## config.mk

```make
export PLATFORM = sky130hd
export DESIGN_NAME = raw_char_aligner
export DESIGN_NICKNAME = d
export VERILOG_FILES = /design/src/rtl/rca_pkg.sv /design/src/rtl/rca_window_scan.sv /design/src/rtl/rca_offset_ctrl.sv /design/src/rtl/raw_char_aligner.sv
export SDC_FILE = /design/constraint.sdc
export NUM_CORES = 1
export LEC_CHECK = 0
export ABC_CLOCK_PERIOD_IN_PS = 5500
export BUFFER_PORTS_ARGS = -buffer_cell sky130_fd_sc_hd__buf_2
export CORE_MARGIN = 2
export CORE_UTILIZATION = 63
export DETAILED_ROUTE_END_ITERATION = 8
export PLACE_DENSITY = 0.93
export SYNTH_ARGS = -nofsm -noshare
export SYNTH_HDL_FRONTEND = slang
export SYNTH_SLANG_ARGS = --single-unit
```

## constraint.sdc

```tcl
create_clock -name clk -period 5.5 [get_ports clk]
set_input_delay 0.275 -clock clk [delete_from_list [all_inputs] [get_ports clk]]
set_output_delay 0.275 -clock clk [all_outputs]
set_load 0.03 [all_outputs]
```

## src/rtl/rca_pkg.sv

```systemverilog
package rca_pkg;
   // how the offset controller reacts when several offsets hold a comma
   typedef enum logic {
      SEL_KEEP_CURRENT = 1'b0,
      SEL_LOWEST       = 1'b1
   } sel_mode_e;
endpackage

```

## src/rtl/rca_window_scan.sv

```systemverilog
module rca_window_scan #(
   parameter int CHAR_W = 10,
   parameter int PFX_W  = 7,
   parameter logic [PFX_W-1:0] PFX = 7'b0011111
) (
   input  logic [2*CHAR_W-1:0]             win,
   output logic [CHAR_W-1:0][CHAR_W-1:0]   cand,
   output logic [CHAR_W-1:0]               hit
);
   localparam int WIN_W = 2*CHAR_W;

   if (PFX_W > CHAR_W) begin : g_bad_pfx
      $error("prefix wider than a character");
   end

   for (genvar k = 0; k < CHAR_W; k++) begin : g_pos
      assign cand[k] = win[WIN_W-1-k -: CHAR_W];
      assign hit[k]  = (cand[k][CHAR_W-1 -: PFX_W] == PFX);
   end
endmodule

```

## src/rtl/rca_offset_ctrl.sv

```systemverilog
module rca_offset_ctrl
   import rca_pkg::*;
#(
   parameter int        CHAR_W = 10,
   parameter int        OFS_W  = 4,
   parameter sel_mode_e MODE   = SEL_KEEP_CURRENT
) (
   input  logic              clk,
   input  logic              rst_n,
   input  logic              en,
   input  logic [CHAR_W-1:0] hit,
   output logic [OFS_W-1:0]  ofs_q,
   output logic [OFS_W-1:0]  ofs_eff
);
   logic [OFS_W-1:0] lowest;
   logic             any_hit;

   assign any_hit = |hit;

   always_comb begin
      lowest = '0;
      for (int k = CHAR_W-1; k >= 0; k--) begin
         if (hit[k]) lowest = OFS_W'(k);
      end
   end

   if (MODE == SEL_KEEP_CURRENT) begin : g_keep
      always_comb begin
         ofs_eff = ofs_q;
         if (en && any_hit && !hit[ofs_q]) ofs_eff = lowest;
      end
      // a comma at the current offset pins the framing
      p_keep_current_r7: assert property (@(posedge clk) disable iff (!rst_n)
         (en && hit[ofs_q]) |=> $stable(ofs_q));
   end else begin : g_lowest
      always_comb begin
         ofs_eff = ofs_q;
         if (en && any_hit) ofs_eff = lowest;
      end
   end

   always_ff @(posedge clk or negedge rst_n) begin
      if (!rst_n) ofs_q <= '0;
      else        ofs_q <= ofs_eff;
   end

   p_frozen_r3: assert property (@(posedge clk) disable iff (!rst_n)
      !en |=> $stable(ofs_q));
   p_move_needs_comma_r6: assert property (@(posedge clk) disable iff (!rst_n)
      !(en && any_hit) |=> $stable(ofs_q));
   p_ofs_range_r6: assert property (@(posedge clk) disable iff (!rst_n)
      ofs_q < OFS_W'(CHAR_W));
endmodule

```

## src/rtl/raw_char_aligner.sv

```systemverilog
module raw_char_aligner
   import rca_pkg::*;
#(
   parameter int        CHAR_W = 10,
   parameter int        PFX_W  = 7,
   parameter logic [PFX_W-1:0] PFX = 7'b0011111,
   parameter sel_mode_e MODE   = SEL_KEEP_CURRENT
) (
   input  logic              clk,
   input  logic              rst_n,
   input  logic              resync_en,
   input  logic [CHAR_W-1:0] rx_chunk,
   output logic [CHAR_W-1:0] char_out,
   output logic              comma_det
);
   localparam int OFS_W = (CHAR_W > 2) ? $clog2(CHAR_W) : 1;

   if (CHAR_W < 2) begin : g_bad_width
      $error("character width must be at least 2");
   end

   logic [CHAR_W-1:0]             prev_q, cur_q;
   logic [CHAR_W-1:0][CHAR_W-1:0] cand;
   logic [CHAR_W-1:0]             hit;
   logic [OFS_W-1:0]              ofs_q, ofs_eff;

   always_ff @(posedge clk or negedge rst_n) begin
      if (!rst_n) begin
         prev_q <= '0;
         cur_q  <= '0;
      end else begin
         prev_q <= cur_q;
         cur_q  <= rx_chunk;
      end
   end

   rca_window_scan #(.CHAR_W(CHAR_W), .PFX_W(PFX_W), .PFX(PFX)) u_scan (
      .win  ({prev_q, cur_q}),
      .cand (cand),
      .hit  (hit)
   );

   rca_offset_ctrl #(.CHAR_W(CHAR_W), .OFS_W(OFS_W), .MODE(MODE)) u_ofs (
      .clk     (clk),
      .rst_n   (rst_n),
      .en      (resync_en),
      .hit     (hit),
      .ofs_q   (ofs_q),
      .ofs_eff (ofs_eff)
   );

   always_ff @(posedge clk or negedge rst_n) begin
      if (!rst_n) begin
         char_out  <= '0;
         comma_det <= 1'b0;
      end else begin
         char_out  <= cand[ofs_eff];
         comma_det <= hit[ofs_eff];
      end
   end

   // flag and character leave through separate registers and must agree
   p_det_agrees_r4: assert property (@(posedge clk) disable iff (!rst_n)
      comma_det == (char_out[CHAR_W-1 -: PFX_W] == PFX));
   // the opposite polarity never raises the flag
   p_no_complement_r5: assert property (@(posedge clk) disable iff (!rst_n)
      (char_out[CHAR_W-1 -: PFX_W] == ~PFX) |-> !comma_det);
endmodule

```

== Word-level counts from Yosys, hierarchy flattened ==
Cells that the tools add are included.

* Bits in registers: 35
* Input port bits: 13
* Word-level logic and storage cells: 38

* Magnitude comparators: 2
* Equality and inequality tests: 10
* Multiplexer cells: 17
* Reduce and logical (&&, ||, !) cells: 4

{| class="wikitable"
|+ Operators by type and width
! operator !! count
|-
| $eq A7 B5 Y1 const B || 10
|-
| $mux W4 || 11
|-
| $bmux W10 S4 || 1
|-
| $lt A4 B5 Y1 const B || 2
|-
| $mux W10 || 1
|-
| $reduce_or A10 Y1 || 1
|-
| $bmux W1 S4 || 2
|-
| $logic_and A1 B1 Y1 || 2
|-
| $mux W1 || 2
|-
| $logic_not A1 Y1 || 1
|}

== Longest topological paths before layout ==
Gate-level depths: netlist (run 1).

* Depth in word-level cells: 14
* Gate-level depth with buffers: 13

== Hierarchy ==
Synthesis (run 1) repeated with hierarchy kept, for this count alone.

* Cells, all modules: 295
* Area, all modules: 3019.1 sq um

{| class="wikitable"
|+ Modules (own cells, without submodules)
! module !! times used !! cells an instance !! area each (sq um)
|-
| raw_char_aligner || 1 || 133 || 1737.9
|-
| rca_window_scan || 1 || 123 || 883.3
|-
| rca_offset_ctrl || 1 || 39 || 397.9
|}

== Least setup slack after synthesis (run 1) ==
Ideal clock, no wire load.

* Path type: reg2reg
* Start: register u_ofs.ofs_q[0]
* End: register char_out[8]
* Setup time: 0.139 ns
* Data arrival time: 2.747 ns
* Data required time: 5.361 ns
* Path slack: 2.614 ns
* Stages on the path, launching flop included: 12
* Path buffers: 1
* Clock period less this slack: 2.886 ns
* Cells stage by stage: dfrtp_1 -> buf_2 -> or3b_1 -> a2111oi_2 -> a221oi_2 -> o21ai_1 -> o21a_2 -> nor2_8 -> inv_4 -> mux2i_1 -> nor3_1 -> or4_1

* Longest elaborated chain between the ends: 7

{| class="wikitable"
|+ RTL lines
! element !! RTL line !! text
|-
| from (decl) || rca_offset_ctrl.sv:12 || <nowiki>output logic [OFS_W-1:0] ofs_q,</nowiki>
|-
| from (signal assigned) || rca_offset_ctrl.sv:44 || <nowiki>else ofs_q <= ofs_eff;</nowiki>
|-
| $bmux W1 S4 || rca_offset_ctrl.sv:30 || <nowiki>if (en && any_hit && !hit[ofs_q]) ofs_eff = lowest;</nowiki>
|-
| $mux W1 (not written as such) || rca_offset_ctrl.sv:30 ||
|-
| $logic_not A1 Y1 || rca_offset_ctrl.sv:30 ||
|-
| $logic_and A1 B1 Y1 || rca_offset_ctrl.sv:30 ||
|-
| $mux W4 * || rca_offset_ctrl.sv:30 ||
|-
| $bmux W10 S4 * || raw_char_aligner.sv:57 || <nowiki>char_out <= cand[ofs_eff];</nowiki>
|-
| $mux W10 (not written as such) * || raw_char_aligner.sv:57 ||
|-
| to (signal assigned) || raw_char_aligner.sv:57 ||
|-
| to (decl) || raw_char_aligner.sv:13 || <nowiki>output logic [CHAR_W-1:0] char_out,</nowiki>
|}

Every way passes the cells marked *; elsewhere a longest branch is shown, timed or not. The select of a mux whose other input is x is not followed.

== Final worst setup path (run 1) ==
* Start: register prev_q[5]
* End: register char_out[8]

* Longest elaborated chain between the ends: 9

{| class="wikitable"
|+ RTL lines
! element !! RTL line !! text
|-
| from (decl) || raw_char_aligner.sv:22 || <nowiki>logic [CHAR_W-1:0] prev_q, cur_q;</nowiki>
|-
| from (signal assigned) || raw_char_aligner.sv:32 || <nowiki>prev_q <= cur_q;</nowiki>
|-
| branches (longest 7 deep; another with $eq A7 B5 Y1) || - ||
|-
| $bmux W10 S4 * || raw_char_aligner.sv:57 ||
|-
| $mux W10 (not written as such) * || raw_char_aligner.sv:57 ||
|}

Mark *: on every way between the ends. The select of a mux whose other input is x is not followed.

==> summary.md, run 1 <==
| Metric | Value |
|---|---|
| # port buffers | `23` |
| Die X | `62.75 um` |
| Initial DRC Count | `272` |
| Setup slack at placement | `1817 ps` |
| Post-synthesis compound-gate area fraction | `21.58%` |
| Seq/Total Area, Yosys | `40.28%` |
| Synth Flop Type | `dfrtp_1` |
| Largest family of logic cells by synthesized area | `simple AND/OR/NAND/NOR gates` |
| Antenna violations before repair | `0` |
| Initial Utilization | `65.17%` |
| Worst VDD drop | `0.3100 mV` |
| CTS Buf Count | `5` |
| Leakage | `1.089 nW` |
| Gr ovfl total | `0` |
| Remaining DRCs | `0` |
| CP required | `5720 ps` |
| Num rows | `21` |
| Clk sink count | `35` |
| CTS max path bufs | `2` |
| Post-synthesis xor/xnor area fraction | `0%` |
| Post-Syn Area per Cell | `9.930 um2` |
| Post-DP HPWL | `3.913 mm` |
| Layout Area Growth over Synthesis | `9.724%` |
| Failing checks | `negative hold slack` |
| Setup TNS | `0 ps` |
| Setup CP Type | `register to register` |
| Worst Tran Pin Value | `836.8 ps` |
| Achievable Freq | `261.4 MHz` |
| Routed vias | `1989` |
| Synth warn | `0` |
| Postcts setup bufs | `0` |
| Endpoint class of the critical path | `register` |
| Critical Path Source Type | `register` |
| CTS root buffer | `clkbuf_4` |
| Setup violations, final | `0` |
| Clock latency on the worst-skew pair | `340 ps` |
| First-pass GRT wire length | `9.328 mm` |
| Async SR Flop Fraction | `100.0%` |
| Post-synthesis simple-gate area fraction | `22.04%` |
| Fin Hold WS | `-3.349 ps` |
| H-tree depth | `2` |
| Pwr dens | `466.6 mW/mm2` |
| Hold Crit Class | `input port to asynchronous set/reset pin` |
| Yosys reg bits | `35` |
| CTS Hold Bufs | `0` |
| Status | `finished with violations` |
| Final min period | `3825 ps` |
| Max Transition Viols Final | `0` |
| Clk_skew | `4.317 ps` |
| Largest net degree at the start of global routing | `36` |
| Maxcap violations | `0` |
| Layout cell share with drive strength beyond 1 | `18.91%` |
| Die Y | `62.75 um` |
| Adder-cell share of the synthesized area | `0%` |
| Overall Global Routing Usage | `30.76%` |
| Core area | `0.003337 mm2` |
| Hold Vio Cnt, Final | `3` |
| Final ANT Viol Nets | `0` |
| Vias in the first global route | `1851` |
| Pre-antenna DRT Iters | `5` |
| Syn Nets | `232` |
| Diode count | `0` |
| Vias per inst | `7.004` |
| Post-Syn Area | `0.002175 mm2` |
| Relative slew slack | `44.04%` |
| Final worst-path setup slack | `1675 ps` |
| RSZ-0062 raised after global routing | `no` |
| Total Die Area | `0.003938 mm2` |
| Clock slew at reported path FFs | `110 ps` |
| Post-CTS sizing | `0` |
| Final Wtd Congestion | `0.9429` |
| CP Max Fanout | `24` |
| Layout fillers | `264` |
| Arr. time, crit path | `4050 ps` |
| Post-synth EDFFs | `0` |
| Layout Nets | `250` |
| Cell variety after synth | `61` |
| WL per Instance | `19.56 um` |
| I/O pin total | `24` |
| Final Cycle Share | `69.54%` |
| Routed wire length | `5.555 mm` |
| Mux share of post-synthesis cell area | `12.43%` |
| CTS tree | `yes` |
| Cells after Synth | `219` |
## sequential cells by signal, indices dropped and copies added (netlist names)
| register | count |
|---|---|
| char_out | 10 |
| comma_det | 1 |
| cur_q | 10 |
| prev_q | 10 |
| u_ofs.ofs_q | 4 |
## cells by family (layout without fill, tap and decap cells)
family	Yosys count	after routing
and+or+nand+nor	81	81
AOI/OAI and AO/OA	61	61
DFF	35	35
muxes	27	27
buffers and inverters	15	34
## layout by cell type, fill, tap and decap left out, types with 2 or more instances in the layout
cell	count
nand2b_1	4
nand3_1	2
nor3b_1	3
bufinv_16	2
and4b_1	2
o32ai_1	2
nor3_1	2
o21a_1	2
o31ai_1	2
a2111oi_2	2
clkbuf_4	5
a221oi_1	6
o221ai_1	3
nor2_1	12
buf_2	23
a21oi_1	15
o21ai_0	3
o22ai_1	3
mux2i_1	27
or3_1	4
nor2b_1	2
nand2_1	29
a211o_1	8
o22a_1	2
dfrtp_1	35
and3b_1	3
## per-stage QoR
stage               cells  util (%)  power, mW  cell area (um2)
finish                284     71.50      1.113             2386
global route          284     71.50      1.165             2386
CTS                   284     71.50      1.107             2386
detailed placement    276     68.35     0.8738             2281
global placement      276     68.35     0.8665             2281
floorplan             219         -     0.7610             2175
## path summary, 6_finish.rpt
| kind | to | start | slack (ps) | depth (start not counted) |
|---|---|---|---|---|
| max | char_out[8]$_DFF_PN0_ | prev_q[5]$_DFF_PN0_ | 1680 | 10 |
| min | char_out[7]$_DFF_PN0_ | rst_n | -3 | 1 |
| min reg2reg | prev_q[0]$_DFF_PN0_ | cur_q[0]$_DFF_PN0_ | 360 | 0 |
| max reg2reg | char_out[8]$_DFF_PN0_ | prev_q[5]$_DFF_PN0_ | 1680 | 10 |
| max in group asynchronous | cur_q[0]$_DFF_PN0_ | rst_n | 5010 | 1 |
| min in group clk | cur_q[9]$_DFF_PN0_ | rx_chunk[9] | 30 | 1 |
## metal layers
metal / vias to the layer above / global-route usage [%] / wire [um]
met4: 0 / 12.22 / 212
met2: 125 / 49.33 / 2674
li1: 886 / - / -
met5: - / 0 / 0
met3: 28 / 5.586 / 352
met1: 950 / 41.61 / 2315
## area by class of cell
class | count | area [um2] | share of cell area (%)
timing repair buffer | 23 | 115.1 | 4.824
multi-input combinational | 169 | 1219 | 51.08
sequential | 35 | 875.8 | 36.71
clock inverter | 3 | 67.56 | 2.832
clock buffer | 5 | 37.54 | 1.573
inverter | 3 | 13.76 | 0.5768
tap | 46 | 57.56 | 2.412
## synth_stat cells (2+ instances only)
cell | count | area share (%)
a21oi_1 | 15 | 3.5
nor3_1 | 2 | 0.46
and3b_1 | 3 | 1.2
o22ai_1 | 3 | 0.86
dfrtp_1 | 35 | 40
nand2b_1 | 4 | 1.2
and4b_1 | 2 | 0.92
buf_2 | 8 | 1.8
a221oi_1 | 6 | 2.4
o221ai_1 | 3 | 1.2
o21ai_0 | 3 | 0.69
o32ai_1 | 2 | 0.81
clkbuf_1 | 2 | 0.35
a211o_1 | 8 | 3.2
o22a_1 | 2 | 0.81
o31ai_1 | 2 | 0.69
nand3_1 | 2 | 0.46
nor2_1 | 12 | 2.1
nand2_1 | 29 | 5.0
mux2i_1 | 27 | 12
or3_1 | 4 | 1.2
nor2b_1 | 2 | 0.58
o21a_1 | 2 | 0.69
nor3b_1 | 3 | 1.0
a2111oi_2 | 2 | 1.4
## worst max-delay path, cell delays in order, from the launching register on
cell	delay (ps)
dfrtp_1	520
nand2b_1	150
a2111oi_1	640
nor3_1	150
and2_4	200
o31ai_1	220
o21a_1	650
inv_2	380
nand2_1	250
nor2_1	60
or4_1	470
## power by group
group          switching, mW  internal [mW]  leakage [nW]
logic                  0.335          0.185         0.618
registers             0.0493          0.313         0.419
clock network         0.0896          0.141        0.0514
total                  0.474          0.639          1.09
No activity file was read; power rests on OpenSTA's default activity.
==> run 2, diff against run 1 <==
--- a/config.mk
+++ b/config.mk
@@ -5,12 +5,13 @@
 export SDC_FILE = /design/constraint.sdc
 export NUM_CORES = 1
 export LEC_CHECK = 0
-export ABC_CLOCK_PERIOD_IN_PS = 5500
+export ABC_AREA = 1
+export ABC_CLOCK_PERIOD_IN_PS = 3500
 export BUFFER_PORTS_ARGS = -buffer_cell sky130_fd_sc_hd__buf_2
 export CORE_MARGIN = 2
-export CORE_UTILIZATION = 63
+export CORE_UTILIZATION = 53
 export DETAILED_ROUTE_END_ITERATION = 8
-export PLACE_DENSITY = 0.93
+export PLACE_DENSITY = 0.84
 export SYNTH_ARGS = -nofsm -noshare
 export SYNTH_HDL_FRONTEND = slang
 export SYNTH_SLANG_ARGS = --single-unit
==> constraint.sdc (replaced) <==
create_clock -name clk -period 3.5 [get_ports clk]
set_input_delay 0.175 -clock clk [delete_from_list [all_inputs] [get_ports clk]]
set_output_delay 0.175 -clock clk [all_outputs]
set_load 0.03 [all_outputs]
==> summary.md, run 2 <==
| Metric | Value |
|---|---|
| Status | `completed` |
| Die Y | `68.15 um` |
| Overall Global Routing Usage | `26.45%` |
| Critical Path Source | `prev_q[4]$_DFF_PN0_` |
| Final min period | `2612 ps` |
| Die X | `68.15 um` |
| Post-Syn Area per Cell | `7.104 um2` |
| Clock latency on the worst-skew pair | `300 ps` |
| Core area | `0.003971 mm2` |
| Routed vias | `2261` |
| Num rows | `23` |
| Commonest cells in the netlist | `nand3_1 (105), nand2_1 (77), dfrtp_1 (35)` |
| Multi-input gate area | `0.001109 mm2` |
| Most common cell after layout, fill and taps aside | `nand3_1` |
| Critical Path Source Type | `register` |
| Post-DP HPWL | `3.948 mm` |
| Hold Vio Cnt, Final | `0` |
| Vias in the first global route | `1967` |
| I/O pin total | `24` |
| Layout Area Growth over Synthesis | `15.03%` |
| Cell variety after synth | `23` |
| Non-filler cells in the finished layout | `389` |
| Initial Utilization | `54.91%` |
| Largest net degree at the start of global routing | `36` |
| Achievable Freq | `382.9 MHz` |
| CTS tree | `yes` |
| Async SR Flop Fraction | `100.0%` |
| Initial DRC Count | `183` |
| WL per Instance | `14.26 um` |
| # port buffers | `23` |
| Cell count after placement | `370` |
| Endpoint class of the critical path | `register` |
| Relative slew slack | `49.51%` |
| RR Startpoint | `prev_q[4]$_DFF_PN0_` |
| Clk sink count | `35` |
| Reg area | `875.8 um2` |
| Most frequent cells in the layout | `nand3_1 (105), nand2_1 (77), dfrtp_1 (35)` |
| Max Transition Viols Final | `0` |
| Cells after Synth | `307` |
| Top cells by area, synth | `dfrtp_1 (40%), nand3_1 (24%), nand2_1 (13%), inv_1 (4.0%), nand4_1 (2.9%)` |
| Leakage | `1.305 nW` |
| Fin Hold WS | `377.5 ps` |
| Clock slew at reported path FFs | `80 ps` |
| CTS root buffer | `clkbuf_8` |
| Placed cell area | `0.002282 mm2` |
| Maxcap violations | `0` |
| Total Die Area | `0.004644 mm2` |
| CP Max Fanout | `14` |
| Vias per inst | `5.812` |
| Hold Crit Class | `register to register` |
| Worst Tran Pin Value | `757.4 ps` |
| Regs by FF count | `char_out x10, cur_q x10, prev_q x10` |
| Layout cell share with drive strength beyond 1 | `15.63%` |
| Reg2Reg Setup Slack | `890 ps` |
| Top cell type's share of synthesized area | `40.16%` |
| Seq/Total Area, Yosys | `40.16%` |
| Final Wtd Congestion | `1.024` |
| Final worst-path setup slack | `888.4 ps` |
| Clk_skew | `9.678 ps` |
| Setup violations, final | `0` |
| Synth warn | `0` |
| CP Capture Point | `comma_det$_DFF_PN0_` |
| Most common cell in the netlist | `nand3_1` |
| CTS max path bufs | `2` |
| Capturing point of the worst reg2reg path | `comma_det$_DFF_PN0_` |
| H-tree depth | `2` |
| Final Cycle Share | `74.62%` |
| Remaining DRCs | `0` |
| Layout fillers | `349` |
| Synth Flop Type | `dfrtp_1` |
| Post-Syn Area | `0.002181 mm2` |
| Setup CP Type | `register to register` |
| CTS Buf Count | `5` |
| Pwr dens | `599.3 mW/mm2` |
| Routed wire length | `5.548 mm` |
| Final instance area | `0.002509 mm2` |
| R2r worst-path depth | `15` |
| RSZ-0062 raised after global routing | `no` |
| Post-synth EDFFs | `0` |
| Final ANT Viol Nets | `0` |
| Diode count | `0` |
| Layout Nets | `351` |
| Antenna violations before repair | `0` |
| Syn Nets | `320` |
| Leading area contributor after synthesis | `dfrtp_1` |
| CP required | `3730 ps` |
| Worst VDD drop | `0.4397 mV` |
| Yosys reg bits | `35` |
| Arr. time, crit path | `2840 ps` |
| Setup TNS | `0 ps` |
| Gr ovfl total | `0` |
| Setup slack at placement | `938.5 ps` |
| Pre-antenna DRT Iters | `6` |
| First-pass GRT wire length | `8.990 mm` |
-- run 2: worst max-delay path, stage by stage, from the launching register on --
cell and delay (ps):
dfrtp_1 420, nand2_1 150, nor2_1 90, nand2_1 140, nand2_1 90, nor2_1 100
nand3_1 90, nand2_1 90, clkinv_2 80, nand2_2 120, inv_2 70, o21ai_2 390
inv_2 230, nor2_4 240, nand4_1 130, nand2_1 90
-- run 2: layer usage --
metal  wire length (um)  vias to the layer above  GRT usage [%]
li1                   -                     1088              -
met1               2245                     1031          33.19
met2               2717                      116          43.33
met3                353                       26          5.428
met4                231                        0          13.00
met5                  0                        -              0
-- run 2: how the worst min path moves through the flow --
| stage | startpoint | end | slack (ps) | cells past startpoint |
|---|---|---|---|---|
| floorplan | rst_n | char_out[0]$_DFF_PN0_ | -120 | 0 |
| global placement | rx_chunk[4] | cur_q[4]$_DFF_PN0_ | 280 | 1 |
| detailed placement | rx_chunk[5] | cur_q[5]$_DFF_PN0_ | 280 | 1 |
| CTS | cur_q[1]$_DFF_PN0_ | prev_q[1]$_DFF_PN0_ | 380 | 0 |
| global route | cur_q[3]$_DFF_PN0_ | prev_q[3]$_DFF_PN0_ | 400 | 0 |
| finish | cur_q[1]$_DFF_PN0_ | prev_q[1]$_DFF_PN0_ | 380 | 0 |
-- run 2: final cells by class --
type,count,area share [%]
clock buffer,5,2.743
clock inverter,3,1.895
inverter,31,4.788
multi-input combinational,231,44.19
sequential,35,34.91
tap,50,2.494
timing repair buffer,34,8.978
-- run 2: where the power goes --
part | switching, mW | internal, mW
combinational | 0.422 | 0.180
clock | 0.160 | 0.216
sequential | 0.0365 | 0.490
-- run 2: logic make-up (layout without fill, tap and decap cells) --
group / count (synthesis) / after routing / synth area share [%]
AND/OR/NAND/NOR: 227 / 227 / 49.57
flip-flops: 35 / 35 / 40.16
AO/OA/AOI/OAI: 4 / 4 / 1.262
buffers and inverters: 41 / 73 / 9.007
-- run 2: metrics by stage --
| stage | total power, mW | utilization (%) |
|---|---|---|
| 5_1_grt | 1.600 | 63.17 |
| 3_3_place_gp | 1.116 | 57.47 |
| 6_report | 1.504 | 63.17 |
| 3_5_place_dp | 1.123 | 57.47 |
| 4_1_cts | 1.509 | 63.17 |
| 2_1_floorplan | 0.9942 | - |
-- run 2: what timing repair did --
action	4_1_cts	5_1_grt
hold buffers	11	0
resized for setup	0	0
buffers inserted	0	0
endpoints found under the hold margin	45	0
==> run 3, diff against run 2 <==
--- a/config.mk
+++ b/config.mk
@@ -6,7 +6,7 @@
 export NUM_CORES = 1
 export LEC_CHECK = 0
 export ABC_AREA = 1
-export ABC_CLOCK_PERIOD_IN_PS = 3500
+export ABC_CLOCK_PERIOD_IN_PS = 2400
 export BUFFER_PORTS_ARGS = -buffer_cell sky130_fd_sc_hd__buf_2
 export CORE_MARGIN = 2
 export CORE_UTILIZATION = 53
==> constraint.sdc (replaced) <==
create_clock -name clk -period 2.4 [get_ports clk]
set_input_delay 0.12 -clock clk [delete_from_list [all_inputs] [get_ports clk]]
set_output_delay 0.12 -clock clk [all_outputs]
set_load 0.03 [all_outputs]
==> summary.md, run 3 (synthesis gave the netlist of run 2 again) <==
| Metric | Value |
|---|---|
| Met3 wire len | `623 um` |
| Switching Fraction | `40.09%` |
| Worst Tran Pin Value | `747.0 ps` |
| # port buffers | `23` |
| Setup violations, final | `0` |
| Final ANT Viol Nets | `0` |
| Hold depth | `0` |
| Achievable Freq | `421.4 MHz` |
| Die Y | `68.15 um` |
| Most frequent cells in the layout | `nand3_1 (102), nand2_1 (66), dfrtp_1 (31)` |
| Final instance area | `0.002872 mm2` |
| Layout Nets | `368` |
| Clk_skew | `7.223 ps` |
| Final Cycle Share | `98.88%` |
| I/O pin total | `24` |
| Endpoint class of the critical path | `register` |
| Hold Crit Class | `register to register` |
| WL per Instance | `16.24 um` |
| Leakage | `1.415 nW` |
| Most common cell after layout, fill and taps aside | `nand3_1` |
| CTS tree | `yes` |
| Status | `completed` |
| Worst path cell trace | `nor3_1 -> nand2_2 -> nand2_1 -> nand3_1 -> nand3_1 -> nand3_4 -> nand2_8 -> inv_6 -> o21ai_4 -> clkinv_4 -> nor2_4 -> nand4_1 -> nand2_1` |
| Clock slew at reported path FFs | `70 ps` |
| Routed wire length | `6.592 mm` |
| Maxcap violations | `0` |
| Hold Vio Cnt, Final | `0` |
| Diode count | `0` |
| First-pass GRT wire length | `9.653 mm` |
| Critical Path Source Type | `register` |
| Core area | `0.003971 mm2` |
| Layout fillers | `299` |
| Initial Utilization | `54.91%` |
| Combinational Power Share | `44.4%` |
| Final Wtd Congestion | `0.9869` |
| Remaining DRCs | `0` |
| Switching power | `1.003 mW` |
| Regs by FF count | `char_out x10, cur_q x10, prev_q x10` |
| CP required | `2610 ps` |
| Slowest CP cell | `dfrtp_2` |
| Wire length on met1 | `2.333 mm` |
| Final min period | `2373 ps` |
| Arr. time, crit path | `2590 ps` |
| Post-DP HPWL | `4.033 mm` |
| Highest Signal Layer | `met4` |
| Worst VDD drop | `0.5726 mV` |
| Fin Hold WS | `369.4 ps` |
| Pre-antenna DRT Iters | `7` |
| CTS Buf Count | `5` |
| H-tree depth | `2` |
| Setup slack at placement | `-54.76 ps` |
| Total Die Area | `0.004644 mm2` |
| CTS root buffer | `clkbuf_8` |
| Layout cell share with drive strength beyond 1 | `27.81%` |
| Setup CP Type | `register to register` |
| Placed cell area | `0.002340 mm2` |
| Final worst-path setup slack | `26.99 ps` |
| Num rows | `23` |
| Multi-input gate area | `0.001299 mm2` |
| Routed vias | `2494` |
| Sequential power share | `31.2%` |
| Overall Global Routing Usage | `28.18%` |
| Clock latency on the worst-skew pair | `280 ps` |
| Largest net degree at the start of global routing | `36` |
| Reg2Reg Setup Slack | `30 ps` |
| CTS max path bufs | `2` |
| Max Transition Viols Final | `0` |
| Vias in the first global route | `2159` |
| R2r worst-path depth | `13` |
| Vias per inst | `6.143` |
| Initial DRC Count | `265` |
| Pwr Total | `2.502 mW` |
| Die X | `68.15 um` |
| Clock Power Share | `24.4%` |
| Layout Area Growth over Synthesis | `31.67%` |
| Int Power | `1.499 mW` |
| Clk sink count | `35` |
| Reg area | `880.8 um2` |
| Gr ovfl total | `0` |
| CP Max Fanout | `7` |
| Slowest stage delay, CP | `450 ps` |
| Relative slew slack | `50.20%` |
| Met2 routed WL | `3.283 mm` |
| Antenna violations before repair | `0` |
| Pwr dens | `871.2 mW/mm2` |
==> run 3: cell types whose count changed in the layout (fill, tap and decap cells not counted), moves of 4 or more <==
cell     before  now
nand2_1      77   66
nand2_2       3   10
nor2_1       15    7
nor2_2        2    9
dfrtp_2       0    4
buf_4         0   15
nand2_8       0    4
dfrtp_1      35   31
==> run 3: area by class of cell <==
cell class,instances,share of cell area (%)
clock inverter,2,2.092
sequential,35,30.68
inverter,31,4.837
clock buffer,6,2.527
tap,50,2.179
multi-input combinational,232,45.23
timing repair buffer,50,12.46
==> run 3: metal layers <==
metal	track usage (%)	vias up
li1	-	1127
met1	35.07	1130
met2	48.18	193
met3	4.276	44
met4	12.75	0
met5	0	-
==> run 3: path summary, 6_finish.rpt <==
path                                          start                  end
max in group asynchronous                     rst_n  prev_q[0]$_DFF_PN0_
worst max-delay path            prev_q[1]$_DFF_PN0_  comma_det$_DFF_PN0_
worst max register to register  prev_q[1]$_DFF_PN0_  comma_det$_DFF_PN0_
min in group asynchronous                     rst_n  comma_det$_DFF_PN0_
worst min register to register   cur_q[0]$_DFF_PN0_  prev_q[0]$_DFF_PN0_
worst min-delay path             cur_q[0]$_DFF_PN0_  prev_q[0]$_DFF_PN0_
==> run 3: timing repair <==
item	CTS	global route
hold buffers	11	0
endpoints found under the hold margin	45	0
setup endpoints to repair	6	11
resized for setup	3	53
cloned	0	1
buffers inserted	0	10
pin swaps	0	9
==> run 3: per-stage QoR <==
stage               instances  setup TNS [ps]  util [%]
CTS                       395               0     65.28
floorplan                 307               0         -
global route              406           -1012     72.31
global placement          376               0     58.92
detailed placement        376          -130.8     58.92
finish                    406               0     72.31
==> run 3: worst max-delay path, delay by kind of cell (launching register included) <==
| kind | cells | cell delay [ps] |
|---|---|---|
| flip-flops | 1 | 450 |
| AO/OA/AOI/OAI | 1 | 170 |
| AND/OR/NAND/NOR | 10 | 1470 |
| buffers and inverters | 2 | 180 |
==> run 3: power by group through the flow <==
stage | sequential, mW | combinational, mW | clock, mW
6_report | 0.779 | 1.11 | 0.611
2_1_floorplan | 0.964 | 0.486 | 0
4_1_cts | 0.773 | 0.925 | 0.618
3_5_place_dp | 0.783 | 0.898 | 0
3_3_place_gp | 0.776 | 0.886 | 0
5_1_grt | 0.792 | 1.21 | 0.638
